**config.mk**
```make
export PLATFORM = sky130hd
export DESIGN_NAME = msg_word_ingress
export DESIGN_NICKNAME = d
export VERILOG_FILES = /design/src/rtl/msg_word_ingress.sv
export SDC_FILE = /design/constraint.sdc
export NUM_CORES = 1
export LEC_CHECK = 0
export BUFFER_PORTS_ARGS = -buffer_cell sky130_fd_sc_hd__buf_2
export CORE_MARGIN = 2
export CORE_UTILIZATION = 40
export CTS_CLUSTER_SIZE = 8
export DETAILED_ROUTE_END_ITERATION = 12
export GPL_TIMING_DRIVEN = 0
export HOLD_SLACK_MARGIN = 0.02
export PLACE_DENSITY_LB_ADDON = 0.25
export SLEW_MARGIN = 20
export SYNTH_ARGS = -nofsm -noshare
export SYNTH_HDL_FRONTEND = slang
export SYNTH_SLANG_ARGS = --single-unit
```
**constraint.sdc**
```tcl
create_clock -name clk -period 3.85 [get_ports clk]
set_input_delay 0.385 -clock clk [delete_from_list [all_inputs] [get_ports clk]]
set_output_delay 0.385 -clock clk [all_outputs]
set_load 0.05 [all_outputs]
```
**src/rtl/msg_word_ingress.sv**
```systemverilog
module msg_word_ingress #(
  parameter int LEN_W     = 64,
  parameter int SETUP_CYC = 2
) (
  input  logic             clk,
  input  logic             rst_n,
  input  logic             cfg_strobe,
  input  logic [1:0]       cfg_order,
  input  logic [LEN_W-1:0] cfg_len_bits,
  input  logic             wr_valid,
  input  logic [31:0]      wr_data,
  output logic             wr_ready,
  output logic             wr_err,
  output logic             out_valid,
  output logic [7:0]       out_data,
  output logic             out_last,
  input  logic             out_ready,
  output logic             empty_msg
);
  localparam int SW = $clog2(SETUP_CYC + 1);

  logic             armed_q;
  logic [SW-1:0]    setup_q;
  logic [1:0]       order_q;
  logic [LEN_W-1:0] owed_q;
  logic [31:0]      word_q;
  logic [2:0]       held_q;
  logic             final_q;

  function automatic logic [31:0] lane_swap(input logic [1:0] code, input logic [31:0] w);
    logic [7:0] b0, b1, b2, b3;
    {b3, b2, b1, b0} = w;
    case (code)
      2'd0:    lane_swap = w;
      2'd1:    lane_swap = {b0, b1, b2, b3};
      2'd2:    lane_swap = {b2, b3, b1, b0};
      default: lane_swap = {b1, b0, b3, b2};
    endcase
  endfunction

  logic       out_fire, room, wr_fire, load;
  logic [2:0] take_n;

  assign out_valid = held_q != 3'd0;
  assign out_data  = word_q[7:0];
  assign out_last  = final_q && held_q == 3'd1;
  assign out_fire  = out_valid && out_ready;

  assign room     = setup_q == '0 && (held_q == 3'd0 || (held_q == 3'd1 && out_ready));
  assign wr_ready = !cfg_strobe && (!armed_q || room);
  assign wr_fire  = wr_valid && wr_ready;
  assign load     = wr_fire && armed_q && owed_q != '0;
  assign take_n   = (owed_q >= LEN_W'(4)) ? 3'd4 : owed_q[2:0];

  always_ff @(posedge clk) begin
    if (!rst_n) begin
      armed_q   <= 1'b0;
      setup_q   <= '0;
      order_q   <= 2'd0;
      owed_q    <= '0;
      word_q    <= '0;
      held_q    <= 3'd0;
      final_q   <= 1'b0;
      wr_err    <= 1'b0;
      empty_msg <= 1'b0;
    end else if (cfg_strobe) begin
      armed_q   <= 1'b1;
      setup_q   <= SW'(SETUP_CYC);
      order_q   <= cfg_order;
      owed_q    <= cfg_len_bits >> 3;
      held_q    <= 3'd0;
      final_q   <= 1'b0;
      wr_err    <= 1'b0;
      empty_msg <= (cfg_len_bits >> 3) == '0;
    end else begin
      empty_msg <= 1'b0;
      wr_err    <= wr_fire && !load;
      if (setup_q != '0)
        setup_q <= setup_q - 1'b1;
      if (load) begin
        word_q  <= lane_swap(order_q, wr_data);
        held_q  <= take_n;
        final_q <= owed_q <= LEN_W'(4);
        owed_q  <= owed_q - LEN_W'(take_n);
      end else if (out_fire) begin
        word_q <= {8'h00, word_q[31:8]};
        held_q <= held_q - 3'd1;
      end
    end
  end
endmodule

```
Word-level counts from Yosys, hierarchy flattened:

Cells that the tools add are included.

* $lt $le $gt $ge: 2
* $add $sub $neg: 3
* eq/ne operators: 3
* $mul: 0
* bitwise logic cells: 2
* muxes and demuxes: 10
* reductions and logical operators: 27
* div/mod/pow operators: 0
* shifts and indexed selects: 0

Operator list (count)
* $mux 61: 2
* $pmux 32 s3: 1
* $ge 64x3->1 const B: 1
* $le 64x3->1 const B: 1
* $logic_not 64->1: 1
* $mux 32: 2
* $reduce_bool 64->1: 1
* $sub 64x3->64: 1
* $logic_and 1x1->1: 9
* $mux 3: 3
* $reduce_bool 2->1: 4
* $logic_not 2->1: 2
* $mux 2: 2
* $reduce_and 2->1: 2
* $eq 3x1->1 const B: 1
* $logic_not 1->1: 3
* $logic_not 3->1: 1
* $reduce_bool 3->1: 1
* $sub 3x1->3 const B: 1
* $eq 2x1->1 const B: 1
* $eq 2x2->1 const B: 1
* $logic_or 1x1->1: 2
* $not 1->1: 2
* $reduce_or 2->1: 1
* $sub 2x1->2 const B: 1

* bits in writable memories: 0
* logic and storage cells: 58
* register bits after elaboration: 107
* bits in latches: 0
* memory bits (read-only): 0
* output and inout bits: 13
* memories kept: 0

Logic depth before layout (Yosys ltp):

Gate-level depths: netlist of the first run.

* word-level depth: 11
* mapped depth: 13

Worst setup path after synthesis of the first run:

Ideal clock, no wire load.

* path kind: reg-to-reg
* start: reg owed_q[23]
* end: reg owed_q[23]
* arrival time: 2.667 ns
* setup slack: 1.048 ns
* setup time: 0.135 ns
* buffers on the path: 3
* stages on the path, launching flop included: 11
* data required time: 3.715 ns
* cells stage by stage: dfxtp_1 > or4_1 > buf_2 > or3_4 > nor4_4 > a31o_1 > buf_4 > buf_6 > a21oi_2 > a2111oi_2 > a211oi_1

* word-level cells in the longest chain between the ends: 5
* elaborated cells on any way between the ends: 8
* classes of those cells: add/sub (1); order compare (1); mux (3); reduce/logical (3)

RTL lines
* start, declared: RTL line 25 `logic [LEN_W-1:0] owed_q;`
* start signal, assigned: RTL line 70 `owed_q <= cfg_len_bits >> 3;`
* start signal, assigned: RTL line 84 `owed_q <= owed_q - LEN_W'(take_n);`
* $ge 64x3->1: RTL line 53 `assign take_n = (owed_q >= LEN_W'(4)) ? 3'd4 : owed_q[2:0];`
* $mux 3: RTL line 53
* $sub 64x3->64: RTL line 84
* $mux 61: RTL line 80 `if (load) begin`
* $mux 61: RTL line 66 `end else if (cfg_strobe) begin`

Parallel ways exist; a longest one is shown, timed or not. The select of a mux whose other input is x is not followed.
A chain may end at the register's enable or synchronous reset.

Worst setup path in the final report of the first run:

* start: reg owed_q[3]
* end: reg owed_q[32]

Same word-level chain as after synthesis.

==> PnR_summary.wiki, run 1 <==
{| class="wikitable"
! Metric !! Value
|-
| Resize count post-CTS || 0
|-
| DRC errors left || 0
|-
| Actual transition at the worst max-transition pin || roughly 1200 ps
|-
| Residual overflow from global routing || 0
|-
| Multi-input combinational cell area || about 4100 um2
|-
| Area share of the largest cell type after synthesis || 0.324
|-
| CTS H-Tree Depth || 3
|-
| Top-Level Pins || 116
|-
| Main combinational cell family by area after synthesis || compound AO/OA/AOI/OAI gates
|-
| Top FF cell, synth || dfxtp_1
|-
| Synth Area in XOR/XNOR || 0.0146
|-
| Setup repair after global routing missed its margin || false
|-
| Max Clk Rate || 281 MHz
|-
| Cell area after synthesis || ~6600 um2
|-
| Total iterations of the first detailed-routing run || 6
|-
| Initial detailed-routing violation count || 714
|-
| Count of pins over their slew limit || 0
|-
| Num rows || 47
|-
| Final setup viols || 0
|-
| Fraction of final layout cells with drive strength greater than 1 || 0.208
|-
| Sequential-to-total area share from yosys stat || 0.324
|-
| Number of maximum-capacitance violations || 0
|-
| Number of antenna violations at the first check in global routing || 0
|-
| Type of element launching the critical path || register
|-
| Buffers added on ports || 111
|-
| Element type at the critical path end || register
|-
| Global-route layer with the greatest usage || met2
|-
| Leading area contributor after synthesis || dfxtp_1
|-
| Proportion of synthesized area in mux cells || 0.0830
|-
| Hold bufs inserted after CTS || 0
|-
| VDD IR-drop max || between 0.2 and 0.25 mV
|-
| Run status || finished, final reports clean
|-
| Seq. cell area || 2140 um2
|-
| Die Footprint || about 18000 um2
|-
| Global-route wire length before repair || 38800 um
|-
| Fraction of registers with async set or reset after synthesis || 0
|-
| Max-slew headroom at the worst pin || 0.222
|-
| Clk slew on worst S/H paths || around 80 ps
|-
| Via count || ~7300
|-
| Met2 routing resource usage after global routing || 0.466
|-
| Total of flip-flops plus latches after synthesis || 107
|-
| Initial Utilization || 0.404
|-
| Routability Congestion || 0.991
|-
| Fillcell total || 1673
|-
| Number of nets at the end of the flow || 1039
|-
| Largest cells by area after synthesis || dfxtp_1, a21oi_1, mux4_2, nand2_1, nor2_1
|-
| Count of yosys warnings during synthesis || 0
|-
| Shortest clock period the worst path allows after layout || 3560 ps
|-
| Average instance area after synthesis || 8.17 um2
|-
| Synthesized-area fraction occupied by and/or/nand/nor cells || 0.230
|-
| Pin count of the biggest net entering global routing || 18
|-
| Synth cell types || 80
|-
| Number of flops mapped to enable cells by yosys || 0
|-
| HPWL after DPL || 19000 um
|-
| Complex-gate fraction of the synthesized area || 0.279
|-
| Adder and majority gate portion of the synthesized area || 0.00756
|-
| Count of nets left with antenna violations after detail routing || 0
|-
| Number of clock sinks || between 100 and 150
|-
| Final hold viol count || 0
|-
| Buffer levels on the longest clock path || 2
|-
| Max FO, Critical Path || 10
|-
| Final setup TNS || 0 ps
|-
| Required time of the worst setup path || 4130 ps
|-
| Met3 capacity usage during global routing || 0.0525
|-
| Final Instance Count excl. Fillers || between 1000 and 1500
|-
| Leakage power total || 2.78 nW
|-
| Routed len/inst || 22.2 um
|-
| Number of placed instances with taps included || approximately 1100
|-
| Net count of the mapped netlist || 917
|-
| Chip Width || 133 um
|-
| CTS tree || yes
|-
| Number of instances in the synthesized netlist || 810
|-
| Vias per Instance || 6.33
|-
| Pwr Density || 353 nW/um2
|-
| Cts bufs inserted || 9
|-
| Skew final || 8.27 ps
|-
| Number of inserted diodes || 0
|-
| Layout area overhead || 17.0%
|-
| Sum of internal, switching and leakage power || 2.74 mW
|-
| Core outline area || 16400 um2
|-
| Met1 usage || 0.353
|-
| Setup bufs post-CTS || 0
|-
| Data arrival time of the critical path || 3840 ps
|-
| Height of the die || around 130 um
|-
| Root buffer cell || clkbuf_16
|-
| Period utilisation layout || 0.925
|-
| All-layer global routing usage || 0.287
|-
| Number of global-route vias before repair || 6893
|-
| Sum of routed wire length over all layers || around 26000 um
|-
| Hold WC Path Type || in2reg
|-
| Category of the most critical setup path || reg2reg
|-
| Insertion delay to the later sink of the worst-skew pair || about 360 ps
|}
per-stage QoR:
step / hold WS (ps) / utilization / area (um2) / worst slack (ps)
3_5_place_dp: 439 / 0.454 / 7450 / 384
3_3_place_gp: 435 / 0.454 / 7450 / 393
6_report: 276 / 0.472 / 7750 / 290
2_1_floorplan: 422 / - / 6620 / 1050
5_1_grt: 285 / 0.472 / 7750 / 203
4_1_cts: 272 / 0.472 / 7750 / 349
placed cells by master (no fill, tap or decap), drive strengths merged, types with 11 or more instances in the layout:
| cell type | instances |
|---|---|
| buf | 143 |
| dfxtp | 107 |
| a21oi | 82 |
| nor2 | 73 |
| nand2 | 72 |
| o21ai | 54 |
| clkbuf | 49 |
| nor4 | 38 |
| nor3 | 28 |
| a31oi | 26 |
| a22oi | 24 |
| a211oi | 22 |
| mux2i | 20 |
| or4 | 19 |
| o311ai | 14 |
| mux4 | 14 |
| or3 | 14 |
| nand3 | 13 |
| o211ai | 11 |
power breakdown:
| group | total (mW) | switching [mW] | internal, mW |
|---|---|---|---|
| Combinational | 0.569 | 0.360 | 0.209 |
| Clock | 0.948 | 0.445 | 0.503 |
| Sequential | 1.22 | 0.0575 | 1.16 |
| Total | 2.74 | 0.863 | 1.87 |
sequential cells by signal, indices dropped and copies added (netlist names):
| name | flops |
|---|---|
| armed_q | 1 |
| empty_msg | 1 |
| final_q | 1 |
| held_q | 3 |
| order_q | 2 |
| owed_q | 64 |
| setup_q | 2 |
| word_q | 32 |
| wr_err | 1 |
path summary, 6_finish.rpt:
path	from	to	slack [ps]	cells after the start
max	owed_q[3]	owed_q[32]	290	9
min	wr_valid	wr_err	280	3
max reg2reg	owed_q[3]	owed_q[32]	290	9
min reg2reg	setup_q[0]	setup_q[0]	450	1
cells by family (layout without fill, tap and decap cells):
kind of cell	count (synthesis)	in the layout
flip-flops	107	107
AO/OA/AOI/OAI	281	281
buffers and inverters	80	207
XOR/XNOR	11	11
multiplexers	37	37
AND/OR/NAND/NOR	289	289
other	1	1
adder cells (fa/ha/maj)	4	4
cell type report:
cell class                 instances  share of cell area
tap                              220              0.0355
timing repair buffer             111              0.0717
clock buffer                       9              0.0291
clock inverter                     7             0.00888
sequential                       107               0.277
inverter                           8             0.00388
buffer                            72              0.0483
multi-input combinational        623               0.526
critical path: stages, from the launching register on:
cell	delay (ps)
dfxtp_1	370
or3_1	470
or4_1	480
clkbuf_1	190
nor4_4	640
a31oi_4	330
clkbuf_1	430
o211ai_1	240
nand3_1	100
a31oi_1	210
cell usage after synthesis, drive strengths merged, types with 5 or more instances:
cell and n:
xnor2 6, mux4 14, a211oi 22, a31oi 26, nor3 28, o211ai 11, inv 8, nand4 10
nand3 13, o21ai 54, nand2b 5, or3 14, a22oi 24, o311ai 14, buf 32, o21a 7
clkbuf 40, xor2 5, mux2i 20, dfxtp 107, or4 19, nand2 72, nor2 73, nor4 38
a21oi 82
metal layers:
metal | vias to the layer above | share of wire
met3 | 95 | 0.092
met4 | 0 | 0.058
li1 | 3355 | -
met5 | - | 0
met2 | 416 | 0.46
met1 | 3453 | 0.39
No activity file was read; power rests on OpenSTA's default activity.
==> run 2: changes to the inputs <==
--- a/config.mk
+++ b/config.mk
@@ -6,14 +6,15 @@
 export NUM_CORES = 1
 export LEC_CHECK = 0
 export BUFFER_PORTS_ARGS = -buffer_cell sky130_fd_sc_hd__buf_2
+export CELL_PAD_IN_SITES_DETAIL_PLACEMENT = 2
+export CELL_PAD_IN_SITES_GLOBAL_PLACEMENT = 2
 export CORE_MARGIN = 2
-export CORE_UTILIZATION = 40
-export CTS_CLUSTER_SIZE = 8
+export CORE_UTILIZATION = 33
 export DETAILED_ROUTE_END_ITERATION = 12
 export GPL_TIMING_DRIVEN = 0
 export HOLD_SLACK_MARGIN = 0.02
 export PLACE_DENSITY_LB_ADDON = 0.25
-export SLEW_MARGIN = 20
+export SLEW_MARGIN = 5
 export SYNTH_ARGS = -nofsm -noshare
 export SYNTH_HDL_FRONTEND = slang
 export SYNTH_SLANG_ARGS = --single-unit
==> run 2 against run 1 <==
  * The flow now finishes with violations (max-slew violations)
  * Clock power rose by 7%
  * Maximum frequency fell by 3.0%
  * Combinational power rose by 6.9%
  * Cell count rose by 4.1%
  * Largest cell class unchanged
==> PnR_summary.wiki, run 2 (synthesized netlist as in run 1, its figures left out) <==
{| class="wikitable"
! Metric !! Value
|-
| Required time of the worst setup path || 4070 ps (-60 ps)
|-
| Top reg by flops || owed_q
|-
| Data arrival time of the critical path || 3890 ps (+50 ps)
|-
| Global-route wire length before repair || 49200 um (+27%)
|-
| Post-place setup slack || 231 ps (-152 ps)
|-
| Chip Width || 146 um (+9.8%)
|-
| Top Registers || owed_q x64, word_q x32, held_q x3
|-
| Minimum setup slack in the final design || 180 ps (-110 ps)
|-
| Leading cell types in the layout, fill and taps excluded || buf_2, dfxtp_1, a21oi_1, nand2_1, nor2_1
|-
| Element type at the critical path end || register
|-
| Via count || 7512 (+2.6%)
|-
| Number of nets at the end of the flow || 1042 (+0.29%)
|-
| Switching power total || 0.923 mW (+7.0%)
|-
| Number of inserted diodes || 0 (unchanged)
|-
| VDD IR-drop max || 0.168 mV (-26%)
|-
| Cts bufs inserted || 9 (unchanged)
|-
| Hold WC Path Type || in2reg
|-
| Number of placed instances with taps included || 1186 (+3.9%)
|-
| Run status || finished, violations left
|-
| Initial detailed-routing violation count || 638 (-11%)
|-
| Number of flip-flops in the largest register || 64 (unchanged)
|-
| Routability Congestion || 0.909 (-8.3%)
|-
| Buffers added on ports || 111 (unchanged)
|-
| Max FO, Critical Path || 9 (-1)
|-
| Final setup TNS || 0 ps (unchanged)
|-
| Sum of internal, switching and leakage power || 2.84 mW (+3.7%)
|-
| Total iterations of the first detailed-routing run || 5 (-1)
|-
| Insertion delay to the later sink of the worst-skew pair || 370 ps (about the same)
|-
| Count of pins over their slew limit || 4 (+4)
|-
| CTS tree || yes
|-
| Final setup viols || 0 (unchanged)
|-
| Pwr Density || 362 nW/um2 (+2.5%)
|-
| Leakage power total || 2.80 nW (+0.76%)
|-
| Clk slew on worst S/H paths || 90 ps (about the same)
|-
| Setup repair after global routing missed its margin || false
|-
| Category of the most critical setup path || reg2reg
|-
| HPWL after DPL || 24100 um (+27%)
|-
| Pin count of the biggest net entering global routing || 17 (-1)
|-
| Final std cell area, no fill || 7840 um2 (+1.2%)
|-
| Buffer levels on the longest clock path || 2 (unchanged)
|-
| Number of antenna violations at the first check in global routing || 0 (unchanged)
|-
| Violated checks || max-slew violations
|-
| Sw Share || 0.325 (+0.00985)
|-
| Skew final || 15.9 ps (+7.68 ps)
|-
| Routed len/inst || 27.1 um (+22%)
|-
| Final hold viol count || 0 (unchanged)
|-
| Resize count post-CTS || 0 (unchanged)
|-
| Actual transition at the worst max-transition pin || 1570 ps (+413 ps)
|-
| Int Pwr || 1.92 mW (+2.2%)
|-
| DRC errors left || 0 (unchanged)
|-
| Worst hold slack || 268 ps (-8.31 ps)
|-
| Root buffer cell || clkbuf_16
|-
| Die Footprint || 21200 um2 (+21%)
|-
| Sum of routed wire length over all layers || 32600 um (+27%)
|-
| Count of nets left with antenna violations after detail routing || 0 (unchanged)
|-
| All-layer global routing usage || 0.304 (+0.0178)
|-
| Most common library cell in the layout ignoring fill and taps || buf_2
|-
| Vias per Instance || 6.23 (-1.5%)
|-
| Core outline area || 19600 um2 (+19%)
|-
| Fraction of final layout cells with drive strength greater than 1 || 0.209 (+0.000400)
|-
| Type of element launching the critical path || register
|-
| Fraction of power consumed by the clock network || 0.355 (+0.009)
|-
| Max Clk Rate || 272 MHz (-3.0%)
|-
| Number of maximum-capacitance violations || 0 (unchanged)
|-
| Initial Utilization || 0.338 (-0.0656)
|-
| Residual overflow from global routing || 0 (unchanged)
|-
| Period utilisation layout || 0.953 (+0.0286)
|-
| Final Instance Count excl. Fillers || 1205 (+4.1%)
|-
| Num rows || 51 (+8.5%)
|-
| Height of the die || 146 um (+9.8%)
|-
| Shortest clock period the worst path allows after layout || 3670 ps (+110 ps)
|-
| Standard cell area after detailed placement || 7510 um2 (+0.76%)
|-
| Number of global-route vias before repair || 7824 (+14%)
|-
| CTS H-Tree Depth || 3 (unchanged)
|-
| Final core utilization || 0.400 (-0.0721)
|-
| Top-Level Pins || 116 (unchanged)
|-
| Comb power frac || 0.214 (+0.006)
|-
| Max-slew headroom at the worst pin || -0.0568 (-0.278)
|-
| Flop pwr share || 0.431 (-0.015)
|-
| Number of clock sinks || 107 (unchanged)
|-
| Layout area overhead || 18.4%
|}
==> run 2: routing by layer <==
metal,track usage,wire length [um]
met5,0,0
met4,0.0956,791
met3,0.0567,2340
met2,0.483,14900
met1,0.419,14600
==> run 2: critical path: stages (launching register included) <==
cell	delay, ps
dfxtp_1	300
buf_2	160
or4_1	510
clkbuf_2	180
nor4_4	500
nand4_1	310
o21ai_2	540
nand2_1	460
a221oi_1	460
nor3_1	90
==> run 2: power by group through the flow <==
stage / Sequential [mW] / Combinational, mW / Clock (mW)
2_1_floorplan: 1.23 / 0.355 / 0
3_3_place_gp: 1.24 / 0.571 / 0
3_5_place_dp: 1.25 / 0.586 / 0
4_1_cts: 1.22 / 0.591 / 1.02
5_1_grt: 1.23 / 0.648 / 1.06
6_report: 1.22 / 0.608 / 1.01
==> run 2: repair_timing <==
| action | 4_1_cts | 5_1_grt |
|---|---|---|
| hold endpoints to repair | 0 | 0 |
| setup endpoints to repair | 0 | 2 |
| hold buffers | 0 | 0 |
| setup buffers | 0 | 3 |
==> run 2: final timing paths <==
kind | from | end | slack [ps] | depth (start not counted)
max | owed_q[16] | owed_q[6] | 180 | 9
min | cfg_len_bits[32] | owed_q[29] | 270 | 3
max reg2reg | owed_q[16] | owed_q[6] | 180 | 9
min reg2reg | setup_q[0] | setup_q[0] | 460 | 1
==> run 2: area by class of cell <==
cell class	count	area [um2]
Fill cell	2330	11800
Multi-Input combinational cell	623	4080
Sequential cell	107	2140
Timing Repair Buffer	114	578
Buffer	72	374
Tap cell	265	332
Clock buffer	13	260
Clock inverter	3	46.3
Inverter	8	30.0
==> run 3: changes to the inputs <==
--- a/config.mk
+++ b/config.mk
@@ -14,6 +14,7 @@
 export GPL_TIMING_DRIVEN = 0
 export HOLD_SLACK_MARGIN = 0.02
 export PLACE_DENSITY_LB_ADDON = 0.25
+export RECOVER_POWER = 25
 export SLEW_MARGIN = 5
 export SYNTH_ARGS = -nofsm -noshare
 export SYNTH_HDL_FRONTEND = slang
==> run 3 against run 2 <==
  * The flow still finishes with violations (max-slew violations)
  * Via count increased by 0.39%
  * First-iteration DRC count grew 3.3%
  * Maximum frequency grew 1.4%
  * Global-route usage did not move
  * Wire length hardly changed
  * Register-to-register slack improved by 50 ps
  * Die area unchanged
  * Total power about the same
  * Hold slack better by 0.69 ps
  * Design area fell by 0.30%
  * Sequential share of layout area is 0.083 points higher
==> PnR_summary.wiki, run 3 (synthesized netlist as in run 1, its figures left out) <==
{| class="wikitable"
! Metric !! Value
|-
| Met1 usage || 0.419 (unchanged)
|-
| Number of flip-flops in the largest register || 64 (unchanged)
|-
| Residual overflow from global routing || 0 (unchanged)
|-
| Setup repair after global routing missed its margin || false
|-
| Sum of internal, switching and leakage power || 2.84 mW (about the same)
|-
| Stage delay of the slowest cell on the critical path || 530 ps (about the same)
|-
| DRC errors left || 0 (unchanged)
|-
| All-layer global routing usage || 0.304 (unchanged)
|-
| Core outline area || 19600 um2 (unchanged)
|-
| Chip Width || 146 um (unchanged)
|-
| CTS H-Tree Depth || 3 (unchanged)
|-
| Num rows || 51 (unchanged)
|-
| Violated checks || max-slew violations
|-
| Max Clk Rate || 276 MHz (+1.4%)
|-
| Final setup viols || 0 (unchanged)
|-
| Layout area overhead || 18.0%
|-
| Root buffer cell || clkbuf_16
|-
| Top-Level Pins || 116 (unchanged)
|-
| VDD IR-drop max || 0.168 mV (about the same)
|-
| Fraction of power consumed by the clock network || 0.356 (about the same)
|-
| Comb power frac || 0.213 (about the same)
|-
| Final setup TNS || 0 ps (unchanged)
|-
| Number of placed instances with taps included || 1186 (unchanged)
|-
| Startpoint of the worst hold path || cfg_len_bits[32]
|-
| Number of nets at the end of the flow || 1042 (unchanged)
|-
| CTS tree || yes
|-
| Type of element launching the critical path || register
|-
| Number of global-route vias before repair || 7824 (unchanged)
|-
| Number of maximum-capacitance violations || 0 (unchanged)
|-
| Buffer levels on the longest clock path || 2 (unchanged)
|-
| Required time of the worst setup path || 4070 ps (about the same)
|-
| Final hold viol count || 0 (unchanged)
|-
| Clk slew on worst S/H paths || 90 ps (about the same)
|-
| Count of nets left with antenna violations after detail routing || 0 (unchanged)
|-
| Insertion delay to the later sink of the worst-skew pair || 370 ps (about the same)
|-
| Resize count post-CTS || 0 (unchanged)
|-
| Skew final || 14.8 ps (-1.11 ps)
|-
| Global-route wire length before repair || 49200 um (unchanged)
|-
| Buffers added on ports || 111 (unchanged)
|-
| Leading cell types in the layout, fill and taps excluded || buf_2, dfxtp_1, a21oi_1, nand2_1, nor2_1
|-
| Run status || finished, violations left
|-
| Pwr Density || 363 nW/um2 (+0.27%)
|-
| Slowest cell on the critical path || o21ai_2
|-
| Hold WC Path Type || in2reg
|-
| Final Instance Count excl. Fillers || 1205 (unchanged)
|-
| Number of antenna violations at the first check in global routing || 0 (unchanged)
|-
| Routability Congestion || 0.909 (unchanged)
|-
| Initial detailed-routing violation count || 659 (+3.3%)
|-
| Shortest clock period the worst path allows after layout || 3620 ps (-52.0 ps)
|-
| Top Registers || owed_q x64, word_q x32, held_q x3
|-
| Category of the most critical setup path || reg2reg
|-
| Die Footprint || 21200 um2 (unchanged)
|-
| Launch point of the worst reg-to-reg path || owed_q[16]
|-
| Total iterations of the first detailed-routing run || 5 (unchanged)
|-
| Cts bufs inserted || 9 (unchanged)
|-
| Top reg by flops || owed_q
|-
| Max-slew headroom at the worst pin || -0.108 (-0.0514)
|-
| Via count || 7541 (+0.39%)
|-
| Vias per Instance || 6.26 (+0.39%)
|-
| Most common library cell in the layout ignoring fill and taps || buf_2
|-
| Period utilisation layout || 0.940 (-0.0135)
|-
| Routed len/inst || 27.1 um (about the same)
|-
| Switching power total || 0.924 mW (+0.11%)
|-
| Global-route layer with the greatest usage || met2
|-
| Count of pins over their slew limit || 4 (unchanged)
|-
| Series of cell instances along the critical path || buf_2, or4_1, clkbuf_1, nor4_4, nand4_1, o21ai_2, nand2_1, a221oi_1, nor3_1
|-
| Sum of routed wire length over all layers || 32600 um (about the same)
|-
| Flop pwr share || 0.431 (about the same)
|-
| Initial Utilization || 0.338 (unchanged)
|-
| Final core utilization || 0.399 (-0.00121)
|-
| Pin count of the biggest net entering global routing || 17 (unchanged)
|-
| Sw Share || 0.326 (+0.000478)
|-
| Critical path startpoint || owed_q[16]
|-
| Int Pwr || 1.91 mW (-0.10%)
|-
| Data arrival time of the critical path || 3840 ps (-50 ps)
|-
| Fraction of final layout cells with drive strength greater than 1 || 0.193 (-0.0160)
|-
| Number of inserted diodes || 0 (unchanged)
|-
| Met3 capacity usage during global routing || 0.0567 (unchanged)
|-
| Max FO, Critical Path || 9 (unchanged)
|-
| Number of clock sinks || 107 (unchanged)
|-
| Met2 routing resource usage after global routing || 0.483 (unchanged)
|-
| Height of the die || 146 um (unchanged)
|-
| Actual transition at the worst max-transition pin || 1640 ps (+76.2 ps)
|-
| Leakage power total || 2.73 nW (-2.4%)
|-
| Element type at the critical path end || register
|-
| HPWL after DPL || 24100 um (unchanged)
|}
==> run 3: cell types whose count changed in the layout (fill, tap and decap cells not counted) <==
| cell | before | now |
|---|---|---|
| buf_1 | 4 | 3 |
| buf_2 | 121 | 108 |
| clkbuf_1 | 41 | 56 |
| clkbuf_2 | 1 | 0 |
| nand4_1 | 9 | 10 |
| nand4_2 | 1 | 0 |
==> run 3: routing by layer <==
| layer | part of all wire | wire length [um] |
|---|---|---|
| met1 | 0.45 | 14700 |
| met3 | 0.068 | 2210 |
| met2 | 0.46 | 14900 |
| met5 | 0 | 0 |
| met4 | 0.025 | 801 |
==> run 3: what timing repair did <==
item                                    4_1_cts  5_1_grt
buffers inserted                              0        3
hold buffers                                  0        0
endpoints found under the setup margin        0        2
==> run 3: final timing paths <==
| check | endpoint | slack, ps | cells past startpoint |
|---|---|---|---|
| worst max-delay path | owed_q[6] | 230 | 9 |
| worst min-delay path | owed_q[29] | 270 | 3 |
| worst max register to register | owed_q[6] | 230 | 9 |
| worst min register to register | setup_q[0] | 460 | 1 |
==> run 3: worst max-delay path: cells and delay by family (launching register included) <==
| kind | cells | cell delay, ps |
|---|---|---|
| and+or+nand+nor | 5 | 1820 |
| AOI/OAI and AO/OA | 2 | 990 |
| DFF | 1 | 300 |
| buffers and inverters | 2 | 350 |
==> run 3: area by class of cell <==
class	count	area, um2
Fill cell	2332	11800
Multi-Input combinational cell	623	4070
Sequential cell	107	2140
Timing Repair Buffer	114	562
Buffer	72	373
Tap cell	265	332
Clock buffer	13	260
Clock inverter	3	46.3
Inverter	8	30.0
==> run 3: per-stage QoR <==
step / hold slack, ps / instance area [um2] / setup slack (ps)
2_1_floorplan: 422 / 6620 / 1050
3_3_place_gp: 435 / 7510 / 284
3_5_place_dp: 446 / 7510 / 231
4_1_cts: 271 / 7820 / 195
5_1_grt: 291 / 7810 / 13.3
6_report: 269 / 7810 / 232
==> run 3: power groups by stage <==
stage	logic [mW]	registers [mW]	clock network (mW)
after detailed placement	0.586	1.25	0
after CTS	0.591	1.22	1.02
after floorplan	0.355	1.23	0
after global placement	0.571	1.24	0
final	0.605	1.22	1.01
after global routing	0.646	1.23	1.06
